`config.mk`:
```
export PLATFORM = sky130hd
export DESIGN_NAME = pcal_dll_seq
export DESIGN_NICKNAME = d
export VERILOG_FILES = /design/src/rtl/pcal_pkg.sv /design/src/rtl/pcal_timer.sv /design/src/rtl/pcal_freq.sv /design/src/rtl/pcal_fsm.sv /design/src/rtl/pcal_dll_seq.sv
export SDC_FILE = /design/constraint.sdc
export NUM_CORES = 1
export LEC_CHECK = 0
export BUFFER_PORTS_ARGS = -buffer_cell sky130_fd_sc_hd__buf_4
export CAP_MARGIN = 25
export CORE_MARGIN = 1
export CORE_UTILIZATION = 57
export CTS_BUF_LIST = sky130_fd_sc_hd__clkbuf_8
export DETAILED_ROUTE_END_ITERATION = 10
export MAX_ROUTING_LAYER = met4
export PLACE_DENSITY = 0.82
export REMOVE_ABC_BUFFERS = 1
export SLEW_MARGIN = 20
export SYNTH_ARGS = -nofsm -noshare
export SYNTH_HDL_FRONTEND = slang
export SYNTH_SLANG_ARGS = --single-unit
export TNS_END_PERCENT = 1
```
`constraint.sdc`:
```
create_clock -name clk -period 3.65 [get_ports clk]
set_clock_uncertainty 0.15 [all_clocks]
set_input_delay 0.1825 -clock clk [delete_from_list [all_inputs] [get_ports clk]]
set_output_delay 0.1825 -clock clk [all_outputs]
set_load 0.01 [all_outputs]
```
`src/rtl/pcal_pkg.sv`:
```
package pcal_pkg;

    typedef enum logic [2:0] {
        ST_IDLE = 3'd0,
        ST_HOLD = 3'd1,
        ST_CAL  = 3'd2,
        ST_FRQ  = 3'd3,
        ST_LOCK = 3'd4
    } seq_st_e;

    typedef enum logic [1:0] {
        CAUSE_NONE = 2'd0,
        CAUSE_CAL  = 2'd1,
        CAUSE_DLL  = 2'd2
    } cause_e;

    typedef struct packed {
        logic [2:0] drv;
        logic       oen;
        logic [3:0] osel;
        logic       pdb;
        logic       den;
        logic [2:0] frq;
    } phy_ctl_t;

    localparam logic [2:0] DRV_NOMINAL = 3'd6;
    localparam logic [3:0] OSEL_NOMINAL = 4'd4;

    function automatic int unsigned cyc_of(int unsigned us, int unsigned per_us);
        return us * per_us;
    endfunction

endpackage

```
`src/rtl/pcal_timer.sv`:
```
module pcal_timer #(
    parameter int TW = 8
) (
    input  logic          clk,
    input  logic          rst,
    input  logic          load,
    input  logic [TW-1:0] load_val,
    output logic          zero
);
    logic [TW-1:0] cnt;

    always_ff @(posedge clk) begin
        if (rst)              cnt <= '0;
        else if (load)        cnt <= load_val;
        else if (cnt != '0)   cnt <= cnt - 1'b1;
    end

    assign zero = (cnt == '0);

    // an expired timer stays expired until it is reloaded
    a_r4_timer_no_wrap: assert property (@(posedge clk) disable iff (rst)
        (!load && zero) |=> zero);
endmodule

```
`src/rtl/pcal_freq.sv`:
```
module pcal_freq #(
    parameter int RATE_W   = 10,
    parameter int STEP_MHZ = 50,
    parameter int CODE_MAX = 3
) (
    input  logic [RATE_W-1:0] rate_mhz,
    output logic [2:0]        code,
    output logic              warn
);
    localparam int SW = RATE_W + 1;
    localparam logic [SW-1:0] HALF = SW'(STEP_MHZ / 2);
    localparam logic [SW-1:0] STEP = SW'(STEP_MHZ);
    localparam logic [SW-1:0] CMAX = SW'(CODE_MAX);

    logic [SW-1:0] sum;
    logic [SW-1:0] quot;

    always_comb begin
        sum  = {1'b0, rate_mhz} + HALF;
        quot = sum / STEP;
        warn = (quot > CMAX);
        code = warn ? 3'(CODE_MAX) : 3'(quot);
    end
endmodule

```
`src/rtl/pcal_fsm.sv`:
```
module pcal_fsm
    import pcal_pkg::*;
#(
    parameter int TW       = 8,
    parameter int HOLD_CYC = 10,
    parameter int CAL_CYC  = 100,
    parameter int DLL_CYC  = 200,
    parameter int CODE_MAX = 3
) (
    input  logic          clk,
    input  logic          rst,
    input  logic          req_on,
    input  logic          req_off,
    input  logic [2:0]    code_i,
    input  logic          warn_i,
    input  logic          cal_done_i,
    input  logic          dll_rdy_i,
    input  logic          tmr_zero,
    output logic          tmr_load,
    output logic [TW-1:0] tmr_val,
    output phy_ctl_t      ctl,
    output logic          busy,
    output logic          done,
    output logic          err,
    output logic [1:0]    err_cause,
    output logic          rate_warn
);
    localparam logic [TW-1:0] HOLD_LD = TW'(HOLD_CYC - 1);
    localparam logic [TW-1:0] CAL_LD  = TW'(CAL_CYC - 1);
    localparam logic [TW-1:0] DLL_LD  = TW'(DLL_CYC - 1);

    seq_st_e    st;
    cause_e     cause_q;
    logic [2:0] code_q;
    logic       done_q, err_q, warn_q;

    always_comb begin
        tmr_load = ((st == ST_IDLE) && req_on && !req_off)
                || ((st == ST_HOLD) && tmr_zero)
                || (st == ST_FRQ);
        unique case (st)
            ST_IDLE: tmr_val = HOLD_LD;
            ST_HOLD: tmr_val = CAL_LD;
            default: tmr_val = DLL_LD;
        endcase
    end

    always_ff @(posedge clk) begin
        if (rst) begin
            st      <= ST_IDLE;
            ctl     <= '0;
            cause_q <= CAUSE_NONE;
            code_q  <= '0;
            done_q  <= 1'b0;
            err_q   <= 1'b0;
            warn_q  <= 1'b0;
        end else begin
            done_q <= 1'b0;
            err_q  <= 1'b0;
            unique case (st)
                ST_IDLE: begin
                    if (req_off) begin
                        ctl.pdb <= 1'b0;
                        done_q  <= 1'b1;
                        cause_q <= CAUSE_NONE;
                        warn_q  <= 1'b0;
                    end else if (req_on) begin
                        ctl.pdb  <= 1'b0;
                        ctl.den  <= 1'b0;
                        ctl.drv  <= DRV_NOMINAL;
                        ctl.oen  <= 1'b0;
                        ctl.osel <= OSEL_NOMINAL;
                        cause_q  <= CAUSE_NONE;
                        warn_q   <= warn_i;
                        code_q   <= code_i;
                        st       <= ST_HOLD;
                    end
                end
                ST_HOLD: begin
                    if (tmr_zero) begin
                        ctl.pdb <= 1'b1;
                        st      <= ST_CAL;
                    end
                end
                ST_CAL: begin
                    if (cal_done_i) begin
                        ctl.frq <= code_q;
                        st      <= ST_FRQ;
                    end else if (tmr_zero) begin
                        err_q   <= 1'b1;
                        cause_q <= CAUSE_CAL;
                        st      <= ST_IDLE;
                    end
                end
                ST_FRQ: begin
                    ctl.den <= 1'b1;
                    st      <= ST_LOCK;
                end
                ST_LOCK: begin
                    if (dll_rdy_i) begin
                        done_q <= 1'b1;
                        st     <= ST_IDLE;
                    end else if (tmr_zero) begin
                        err_q   <= 1'b1;
                        cause_q <= CAUSE_DLL;
                        st      <= ST_IDLE;
                    end
                end
                default: st <= ST_IDLE;
            endcase
        end
    end

    assign busy      = (st != ST_IDLE);
    assign done      = done_q;
    assign err       = err_q;
    assign err_cause = cause_q;
    assign rate_warn = warn_q;

    // checker state: cycles power-down-bar has been low, saturating
    logic [TW-1:0] low_cnt;
    always_ff @(posedge clk) begin
        if (rst)                          low_cnt <= '0;
        else if (ctl.pdb)                 low_cnt <= '0;
        else if (low_cnt < TW'(HOLD_CYC)) low_cnt <= low_cnt + 1'b1;
    end

    a_r1_off_done: assert property (@(posedge clk) disable iff (rst)
        (!busy && req_off) |=> (!ctl.pdb && done && !busy));
    a_r3_den_low: assert property (@(posedge clk) disable iff (rst)
        (busy && !ctl.pdb) |-> !ctl.den);
    a_r4_hold_len: assert property (@(posedge clk) disable iff (rst)
        $rose(ctl.pdb) |-> (low_cnt == TW'(HOLD_CYC)));
    a_r6_order: assert property (@(posedge clk) disable iff (rst)
        $rose(ctl.den) |-> ($past(cal_done_i, 2) && $stable(ctl.frq)));
    a_r6_range: assert property (@(posedge clk) disable iff (rst)
        ctl.frq <= 3'(CODE_MAX));
    a_r5_cause: assert property (@(posedge clk) disable iff (rst)
        err |-> (err_cause != 2'd0));
    a_r8_busy_keep: assert property (@(posedge clk) disable iff (rst)
        busy |=> ($stable(err_cause) || err));
    a_r9_done_pulse: assert property (@(posedge clk) disable iff (rst)
        done |=> !done);
    a_r9_err_pulse: assert property (@(posedge clk) disable iff (rst)
        err |=> !err);
    a_r9_excl: assert property (@(posedge clk) disable iff (rst)
        !(done && err));
endmodule

```
`src/rtl/pcal_dll_seq.sv`:
```
module pcal_dll_seq
    import pcal_pkg::*;
#(
    parameter int CYC_PER_US = 250,
    parameter int HOLD_US    = 5,
    parameter int CAL_TMO_US = 50,
    parameter int DLL_TMO_US = 50000,
    parameter int RATE_W     = 10,
    parameter int STEP_MHZ   = 50,
    parameter int CODE_MAX   = 3
) (
    input  logic              clk,
    input  logic              rst,
    input  logic              req_on,
    input  logic              req_off,
    input  logic [RATE_W-1:0] rate_mhz,
    input  logic              cal_done_i,
    input  logic              dll_rdy_i,
    output logic [2:0]        drv_code,
    output logic              otap_en,
    output logic [3:0]        otap_sel,
    output logic              cal_pdb,
    output logic              dll_en,
    output logic [2:0]        dll_frq,
    output logic              busy,
    output logic              done,
    output logic              err,
    output logic [1:0]        err_cause,
    output logic              rate_warn
);
    localparam int HOLD_CYC = int'(cyc_of(HOLD_US, CYC_PER_US));
    localparam int CAL_CYC  = int'(cyc_of(CAL_TMO_US, CYC_PER_US));
    localparam int DLL_CYC  = int'(cyc_of(DLL_TMO_US, CYC_PER_US));
    localparam int MAX_A    = (HOLD_CYC > CAL_CYC) ? HOLD_CYC : CAL_CYC;
    localparam int MAX_CYC  = (MAX_A > DLL_CYC) ? MAX_A : DLL_CYC;
    localparam int TW       = $clog2(MAX_CYC + 1);

    logic [2:0]    code;
    logic          warn;
    logic          tmr_load, tmr_zero;
    logic [TW-1:0] tmr_val;
    phy_ctl_t      ctl;

    pcal_freq #(.RATE_W(RATE_W), .STEP_MHZ(STEP_MHZ), .CODE_MAX(CODE_MAX)) u_freq (
        .rate_mhz(rate_mhz), .code(code), .warn(warn)
    );

    pcal_timer #(.TW(TW)) u_tmr (
        .clk(clk), .rst(rst), .load(tmr_load), .load_val(tmr_val), .zero(tmr_zero)
    );

    pcal_fsm #(
        .TW(TW), .HOLD_CYC(HOLD_CYC), .CAL_CYC(CAL_CYC),
        .DLL_CYC(DLL_CYC), .CODE_MAX(CODE_MAX)
    ) u_fsm (
        .clk(clk), .rst(rst), .req_on(req_on), .req_off(req_off),
        .code_i(code), .warn_i(warn), .cal_done_i(cal_done_i), .dll_rdy_i(dll_rdy_i),
        .tmr_zero(tmr_zero), .tmr_load(tmr_load), .tmr_val(tmr_val),
        .ctl(ctl), .busy(busy), .done(done), .err(err),
        .err_cause(err_cause), .rate_warn(rate_warn)
    );

    assign drv_code = ctl.drv;
    assign otap_en  = ctl.oen;
    assign otap_sel = ctl.osel;
    assign cal_pdb  = ctl.pdb;
    assign dll_en   = ctl.den;
    assign dll_frq  = ctl.frq;
endmodule

```
==> results_dict.tcl, run 1 <==
set metrics [dict create \
    yosysTopAreaCell "dfxtp_1" \
    synth_flop_cell "dfxtp_1" \
    max_freq_mhz 294.2 \
    leakage_nw 1.328 \
    ys_ff_latch 41 \
    wl_per_cell_um 15.39 \
    root_buffer "clkbuf_8" \
    peakVddDrop_uv 246.8 \
    cp_num_buf_inv 1 \
    cp.arrival_ps 3430 \
    worst_slew_pin_slew_ps 580.1 \
    drv_cap 0 \
    nets 436 \
    rsz0062_at_grt "false" \
    reg2reg_to "u_tmr.cnt[21]" \
    slew_headroom 0.6083 \
    min_period_ps 3399 \
    period_share 0.9312 \
    grt_pass1_wl_um 13140 \
    synth.avg_cell_area_um2 8.101 \
    ant_nets 0 \
    crit_cells 14 \
    hold_violations 0 \
    htreeDepth 2 \
    n_antenna_cell 0 \
    drv_slew 0 \
    layout-drive-gt1-share 0.2110 \
    grt_usage 0.2796 \
    cp-endpoint "u_fsm.code_q[0]" \
    gr-total-overflow 0 \
    coreArea_mm2 0.005238 \
    critPathTopFamily "compound AO/OA/AOI/OAI gates" \
    synth_area_leaders "dfxtp_1, nor2_1, xnor2_1, a21oi_1, xor2_1" \
    start_util 0.6032 \
    crit_required_ps 3680 \
    netlist.area_leader.share 0.2598 \
    crit_path_cell_trace "buf_4 > ha_1 > nor4b_1 > a2bb2oi_2 > o31a_1 > a21boi_1 > o21ai_0 > o21bai_1 > o311ai_0 > a31o_2 > nand2_1 > a31oi_1 > o221a_2 > a32o_1" \
    gp_congestion 0.9486 \
    drt-total-wl_um 7495 \
    std_cell_rows 26 \
    hold_path.class "primary input to register" \
    path_max_fanout 6 \
    cts_sinks 41 \
    grt_max_degree 33 \
    fin_area_mm2 0.003507 \
    die_h_um 76.45 \
    antenna_found_initial 0 \
    ys_types 82 \
    post_cts_buffers 0 \
    die_x_um 76.45 \
    clk_latency_ps 290 \
    ys_warn_count 0 \
    crit_start "rate_mhz[0]" \
    numCtsBuffers 5 \
    final_cell_mix "nor2_1, dfxtp_1, buf_4" \
    drc 0 \
    cts_resized 0 \
    async_flop_share 0 \
    outcome "finished clean" \
    die_area_mm2 0.005845 \
    cts_buffer_depth 2 \
    portBuffers 29 \
    r2r_start "u_tmr.cnt[4]" \
    pin_count 35 \
    reg2reg_depth 9 \
    fin_hold_ws_ps 46.10 \
    fillers 431 \
    postSynthCellCount 390 \
    startpoint_type "primary input" \
    vias 3084 \
    cts_tree "built" \
    syn_area_mm2 0.003159 \
    yosysSeqAreaShare 0.2598 \
    whs_path_depth 4 \
    setup-violations-final 0 \
    first_iter_violations 324 \
    drtPass1Iterations 5 \
    stdcell_count 487 \
    clk_pin_slew_ps 80 \
    synth_edf_count 0 \
    r2r_slack_ps 700 \
    powerDensity_mw_per_mm2 537.0 \
    grt_pass1_vias 2817 \
    critPathKind "primary input to register" \
    hpwl_um 5569 \
    slowest_stage "nor4b_1" \
    slowest_delay_ps 430 \
    final_common_cell "nor2_1" \
    dp.cells 479 \
    routed_via_density 6.333 \
    setup.worst_path.end_class "register" \
    syn2layout_area_growth_pct 11.01 \
    place_area_mm2 0.003411 \
    holdBufCountCts 0 \
]
-- Yosys cell counts, types with 3 or more instances --
cell type	count
o31ai_1	3
o21ai_0	16
or3_1	3
nor3b_1	6
nor2b_1	3
nor3_1	20
a21oi_1	27
a211oi_1	3
ha_1	4
or2_2	4
dfxtp_1	41
nand2_1	27
buf_4	7
nor4_1	5
mux2i_1	6
buf_6	4
xnor2_1	17
o21ai_1	4
nor2_1	47
and3_1	4
inv_1	4
or4_1	3
nand2b_1	6
nand4_1	3
clkbuf_1	12
o211ai_1	8
and2_1	6
a31oi_1	10
xor2_1	12
a21oi_2	5
nand3_1	12
-- per-layer routing --
metal	global-route usage	wire [um]	up-vias
met5	-	0	-
met4	0.08077	100	0
met3	0.03832	398	10
met2	0.4613	3569	123
met1	0.3554	3427	1464
li1	-	-	1487
-- worst min-delay path: cells and delay by family --
family	cells	cell delay [ps]
compound gates	1	60
buf+inv	1	90
simple gates	2	110
-- metrics by stage --
step / utilization / power [W] / TNS [ps] / setup WS, ps
finish: 0.6696 / 0.001883 / 0 / 251.0
global route: 0.6696 / 0.002033 / 0 / 30.09
CTS: 0.6696 / 0.001868 / 0 / 295.2
detailed placement: 0.6512 / 0.001551 / -1.413 / -1.413
global placement: 0.6512 / 0.001521 / 0 / 56.49
floorplan: - / 0.001321 / 0 / 290.4
-- registers in the layout (all words and copies together) (netlist names) --
signal / flops
u_tmr.cnt: 24
u_fsm.ctl: 6
u_fsm.err_cause: 2
u_fsm.st: 3
u_fsm.err: 1
u_fsm.done: 1
u_fsm.code_q: 3
u_fsm.rate_warn: 1
-- where the power goes --
group	switching, W	total, W	internal, W
clock network	0.000156	0.000309	0.000153
logic	0.000525	0.000934	0.000408
registers	0.0000964	0.000640	0.000544
-- cell families after synthesis --
kind of cell / synth area share
xor+xnor: 0.08039
other cells: 0.001187
buf+inv: 0.05267
simple gates: 0.2658
compound gates: 0.2879
fa+ha+maj: 0.01584
flops: 0.2598
mux: 0.03644
-- worst min path at each step --
stage / slack [ps] / end / start
after detailed placement: 300 / u_fsm.ctl[3] / u_fsm.ctl[3]
final: 50 / u_fsm.st[2] / dll_rdy_i
after floorplan: 100 / u_fsm.code_q[1] / rst
after global routing: 50 / u_fsm.st[2] / dll_rdy_i
after global placement: 300 / u_fsm.ctl[3] / u_fsm.ctl[3]
after CTS: 50 / u_fsm.st[2] / dll_rdy_i
-- final cells by class --
type                            instances  area, um2  area share
Clock inverter                          2      13.76    0.003924
Tap cell                               70      87.58     0.02497
Inverter                                4      15.01    0.004281
Clock buffer                            6      82.58     0.02355
Multi-Input combinational cell        324       2187      0.6236
Timing Repair Buffer                   40      300.3     0.08562
Sequential cell                        41      820.8      0.2340
(Power assumes the default switching activity.)
==> inputs of run 2 (changes only) <==
- PLACE_DENSITY: 0.82 -> 0.78
- REMOVE_ABC_BUFFERS: 1 -> default
==> run 2 against run 1 <==
Combinational power decreased by 1%; die area unchanged; clock-buffer cell count unchanged; sequential power about the same; worst hold slack improved by 0.88 ps; flip-flop and latch count unchanged.
==> results_dict.tcl, run 2 (synthesized netlist as in run 1, its figures left out) <==
set metrics [dict create \
    r2r_slack_ps 620 \
    setup-violations-final 0 \
    grt_pass1_wl_um 12460 \
    drv_slew 0 \
    ant_nets 0 \
    cts_sinks 41 \
    antenna_found_initial 0 \
    first_iter_violations 213 \
    layout-drive-gt1-share 0.2167 \
    wl_per_cell_um 15.25 \
    place_ws_ps 22.19 \
    cts_buffer_depth 2 \
    intPower_w 0.001106 \
    min_period_ps 3417 \
    reg_top3 "u_tmr.cnt x24, u_fsm.ctl x6" \
    setup.worst_path.end_class "register" \
    seq_power_share 0.344 \
    std_cell_rows 26 \
    drc 0 \
    start_util 0.6032 \
    setup_slack_ps 232.8 \
    p_clk_frac 0.161 \
    drt-total-wl_um 7472 \
    gp_congestion 0.9698 \
    peakVddDrop_uv 299.7 \
    drtPass1Iterations 5 \
    r2r_start "u_tmr.cnt[4]" \
    leakage_nw 1.339 \
    numCtsBuffers 5 \
    die_area_mm2 0.005845 \
    portBuffers 29 \
    reg2reg_depth 9 \
    period_share 0.9362 \
    pin_count 35 \
    outcome "finished clean" \
    grt_max_degree 33 \
    max_freq_mhz 292.6 \
    grt_pass1_vias 2675 \
    hold_path.class "primary input to register" \
    root_buffer "clkbuf_8" \
    largest_reg_flops 24 \
    post_cts_buffers 0 \
    clk_latency_ps 290 \
    hold_violations 0 \
    powerDensity_mw_per_mm2 526.9 \
    switchingPower_w 0.0007549 \
    grt_usage 0.2668 \
    routed_via_density 6.086 \
    holdBufCountCts 0 \
    die_x_um 76.45 \
    reg2reg_to "u_tmr.cnt[21]" \
    path_max_fanout 6 \
    cp.arrival_ps 3450 \
    coreArea_mm2 0.005238 \
    dp.cells 483 \
    registers.top_by_ff_count "u_tmr.cnt" \
    whs_endpoint "u_fsm.st[2]" \
    hpwl_um 5660 \
    worst_slew_pin_slew_ps 676.7 \
    cts_resized 0 \
    swShare 0.4057 \
    crit_required_ps 3680 \
    htreeDepth 2 \
    nets 440 \
    setup_tns_ps 0 \
    whs_path_depth 4 \
    n_antenna_cell 0 \
    stdcell_count 490 \
    min_from "dll_rdy_i" \
    syn2layout_area_growth_pct 11.76 \
    drv_cap 0 \
    vias 2982 \
    startpoint_type "primary input" \
    critPathKind "primary input to register" \
    slew_headroom 0.5431 \
    final_cell_mix "nor2_1, buf_4, dfxtp_1" \
    rsz0062_at_grt "false" \
    gr-total-overflow 0 \
    clk_pin_slew_ps 80 \
    fin_util 0.6742 \
    pwr-share-comb 0.494 \
    final_common_cell "nor2_1" \
    power.total_w 0.001860 \
    cts_tree "built" \
    die_h_um 76.45 \
]
## run 2: power groups by stage
stage               sequential (W)  clock, W  combinational [W]
detailed placement        0.000645         0           0.000903
global route              0.000654  0.000324            0.00103
global placement          0.000642         0           0.000888
floorplan                 0.000625         0           0.000727
finish                    0.000641  0.000300           0.000920
CTS                       0.000637  0.000307           0.000912
## run 2: critical path, stage by stage
cell,delay [ps]
buf_4,140
ha_1,300
nor4b_1,410
a2bb2oi_2,130
o31a_1,320
a21boi_1,310
o21ai_0,210
o21bai_1,200
o311ai_0,260
a31o_2,340
nand2_1,110
a31oi_1,60
o221a_2,240
a32o_1,240
## run 2: final cells by class
cell class	count	area, um2
timing repair buffer	44	330.3
sequential	41	820.8
clock inverter	1	7.507
multi-input combinational	324	2187
tap	70	87.58
clock buffer	6	82.58
fill	443	1707
inverter	4	15.01
## run 2: worst max path at each step
| stage | startpoint | end | slack, ps | cells after the start |
|---|---|---|---|---|
| after floorplan | rate_mhz[0] | u_fsm.code_q[0] | 290 | 13 |
| after global placement | rate_mhz[1] | u_fsm.code_q[0] | 60 | 14 |
| after detailed placement | rate_mhz[1] | u_fsm.code_q[0] | 20 | 14 |
| after CTS | rate_mhz[1] | u_fsm.code_q[0] | 320 | 14 |
| after global routing | rate_mhz[1] | u_fsm.code_q[0] | 70 | 15 |
| final | rate_mhz[1] | u_fsm.code_q[0] | 230 | 14 |
## run 2: through the flow
step                      cell area [um2]  hold WS (ps)
after floorplan                      3174         190.6
after global placement               3441         316.1
after detailed placement             3441         310.4
after CTS                            3531         42.20
after global routing                 3531         62.95
final                                3531         46.98
## run 2: per-layer routing
layer  global-route usage  wire (um)
met1               0.3498       3587
met2               0.4324       3446
met3              0.03234        372
met4              0.07308         66
met5                    -          0
==> inputs of run 3 (changes only) <==
--- a/config.mk
+++ b/config.mk
@@ -7,5 +7,5 @@
 export LEC_CHECK = 0
 export BUFFER_PORTS_ARGS = -buffer_cell sky130_fd_sc_hd__buf_4
-export CAP_MARGIN = 25
+export CAP_MARGIN = 20
 export CORE_MARGIN = 1
 export CORE_UTILIZATION = 57
==> constraint.sdc (replaced) <==
create_clock -name clk -period 3.65 [get_ports clk]
set_clock_uncertainty 0.15 [all_clocks]
set_input_delay 0.73 -clock clk [delete_from_list [all_inputs] [get_ports clk]]
set_output_delay 0.73 -clock clk [all_outputs]
set_load 0.01 [all_outputs]
==> run 3 against run 2 <==
The run now ends with negative setup slack left; first-iteration DRC count down 5.6%; critical path depth up 2; worst setup slack lost 270 ps; core utilization grew 13 points; combinational power up 18%; clock-buffer cell count is 1 lower; clock power rose by 2%; total power up 9.7%; critical path type unchanged.
==> results_dict.tcl, run 3 (synthesized netlist as in run 1, its figures left out) <==
set metrics [dict create \
    path_max_fanout 5 \
    pwr-share-comb 0.535 \
    fin_hold_ws_ps 333.9 \
    fin_area_mm2 0.004194 \
    r2r_start "u_tmr.cnt[4]" \
    final_common_cell "buf_4" \
    drt-total-wl_um 9088 \
    portBuffers 29 \
    leakage_nw 1.679 \
    first_iter_violations 201 \
    max_freq_mhz 270.9 \
    slew_headroom 0.6130 \
    cts_buffer_depth 2 \
    ant_nets 0 \
    powerDensity_mw_per_mm2 486.4 \
    cts_sinks 41 \
    drtPass1Iterations 4 \
    wl_per_cell_um 16.52 \
    setup.worst_path.end_class "register" \
    drc 0 \
    std_cell_rows 26 \
    layout-drive-gt1-share 0.3500 \
    hpwl_um 6392 \
    routed_via_density 6.233 \
    crit_start "rate_mhz[1]" \
    start_util 0.6032 \
    grtUsageMet3 0.04431 \
    setup_slack_ps -41.20 \
    coreArea_mm2 0.005238 \
    registers.top_by_ff_count "u_tmr.cnt" \
    die_area_mm2 0.005845 \
    drv_slew 0 \
    holdBufCountCts 0 \
    min_from "u_fsm.code_q[2]" \
    hold_path.class "register to register" \
    place_area_mm2 0.003845 \
    met2_usage 0.5369 \
    crit_required_ps 3690 \
    largest_reg_flops 24 \
    peakVddDrop_uv 316.1 \
    numCtsBuffers 5 \
    slowest_stage "mux2_4" \
    htreeDepth 2 \
    grt_pass1_wl_um 14740 \
    gp_congestion 0.9569 \
    hold_violations 0 \
    cp_common_cell "buf_12" \
    crit_path_cell_trace "buf_8 > buf_6 > buf_12 > a311oi_4 > nand3_1 > a31oi_4 > o21ai_1 > and2_4 > buf_12 > o211ai_4 > o311ai_4 > mux2_4 > a21oi_4 > nand2b_4 > o21ai_2 > a32o_1" \
    grt_max_degree 33 \
    clk_pin_slew_ps 80 \
    switchingPower_w 0.0008490 \
    fin_util 0.8008 \
    violations "negative setup slack" \
    startpoint_type "primary input" \
    clk_latency_ps 310 \
    grt_usage 0.3147 \
    drv_cap 0 \
    top_usage_layer "met2" \
    die_h_um 76.45 \
    reg_top3 "u_tmr.cnt x24, u_fsm.ctl x6" \
    cp.arrival_ps 3740 \
    place_ws_ps -487.4 \
    slowest_delay_ps 370 \
    swShare 0.4162 \
    nets 499 \
    dp.cells 534 \
    root_buffer "clkbuf_8" \
    antenna_found_initial 0 \
    final_cell_mix "buf_4, nor2_1, dfxtp_1" \
    min_period_ps 3691 \
    pin_count 35 \
    gr-total-overflow 0 \
    met1_usage 0.3690 \
    fillers 318 \
    n_antenna_cell 0 \
    outcome "finished with violations" \
    worst_slew_pin_slew_ps 576.1 \
    cts_tree "built" \
    intPower_w 0.001191 \
    seq_power_share 0.315 \
    stdcell_count 550 \
    die_x_um 76.45 \
    p_clk_frac 0.150 \
    period_share 1.011 \
    setup-violations-final 1 \
    grt_pass1_vias 3288 \
    syn2layout_area_growth_pct 32.75 \
    critPathKind "primary input to register" \
    rsz0062_at_grt "true" \
    vias 3428 \
]
==> run 3: changes by cell type in the layout (fill, tap and decap cells not counted), sizes merged <==
| cell | before | now |
|---|---|---|
| clkinv | 0 | 1 |
| clkbuf | 6 | 5 |
| inv | 4 | 5 |
| buf | 44 | 103 |
==> run 3: through the flow <==
stage          power, W  TNS [ps]
3_5_place_dp   0.001632    -898.5
2_1_floorplan  0.001355    -195.9
3_3_place_gp   0.001600    -690.0
4_1_cts        0.001979    -7.422
5_1_grt        0.002187    -236.4
6_report       0.002040    -41.20
==> run 3: cell type report <==
class	instances	area, um2	area share
multi-input cells	324	2360	0.5626
clock buffers	5	68.82	0.01641
flip-flops and latches	41	820.8	0.1957
repair buffers	103	820.8	0.1957
inverters	4	15.01	0.003580
well taps	70	87.58	0.02088
clock inverters	3	21.27	0.005072
==> run 3: what timing repair did <==
action                                  CTS  global route
gates resized for setup                  23            13
endpoints found under the setup margin    2             2
pin swaps                                16             9
gates cloned                              0             0
setup buffers                             6             2
==> run 3: critical path: cells and delay by family <==
| kind | cells | cell delay (ps) |
|---|---|---|
| AO/OA/AOI/OAI | 8 | 1600 |
| buffers and inverters | 4 | 470 |
| multiplexers | 1 | 370 |
| AND/OR/NAND/NOR | 3 | 560 |
==> run 3: power by group through the flow <==
stage,registers [W],logic [W],clock network [W]
after floorplan,0.000625,0.000730,0
after global placement,0.000642,0.000958,0
after detailed placement,0.000647,0.000986,0
after CTS,0.000638,0.00103,0.000309
after global routing,0.000653,0.00120,0.000329
final,0.000643,0.00109,0.000305
==> run 3: path summary, 6_finish.rpt <==
kind	endpoint	slack [ps]	depth (start not counted)
worst min-delay path	u_fsm.code_q[2]	330	1
worst max register to register	u_tmr.cnt[21]	620	9
worst min register to register	u_fsm.code_q[2]	330	1
worst max-delay path	u_fsm.code_q[0]	-40	16
==> run 3: metal layers <==
metal	part of all wire	wire [um]
met3	0.050	453
met1	0.42	3815
met2	0.49	4484
met5	0	0
met4	0.037	335
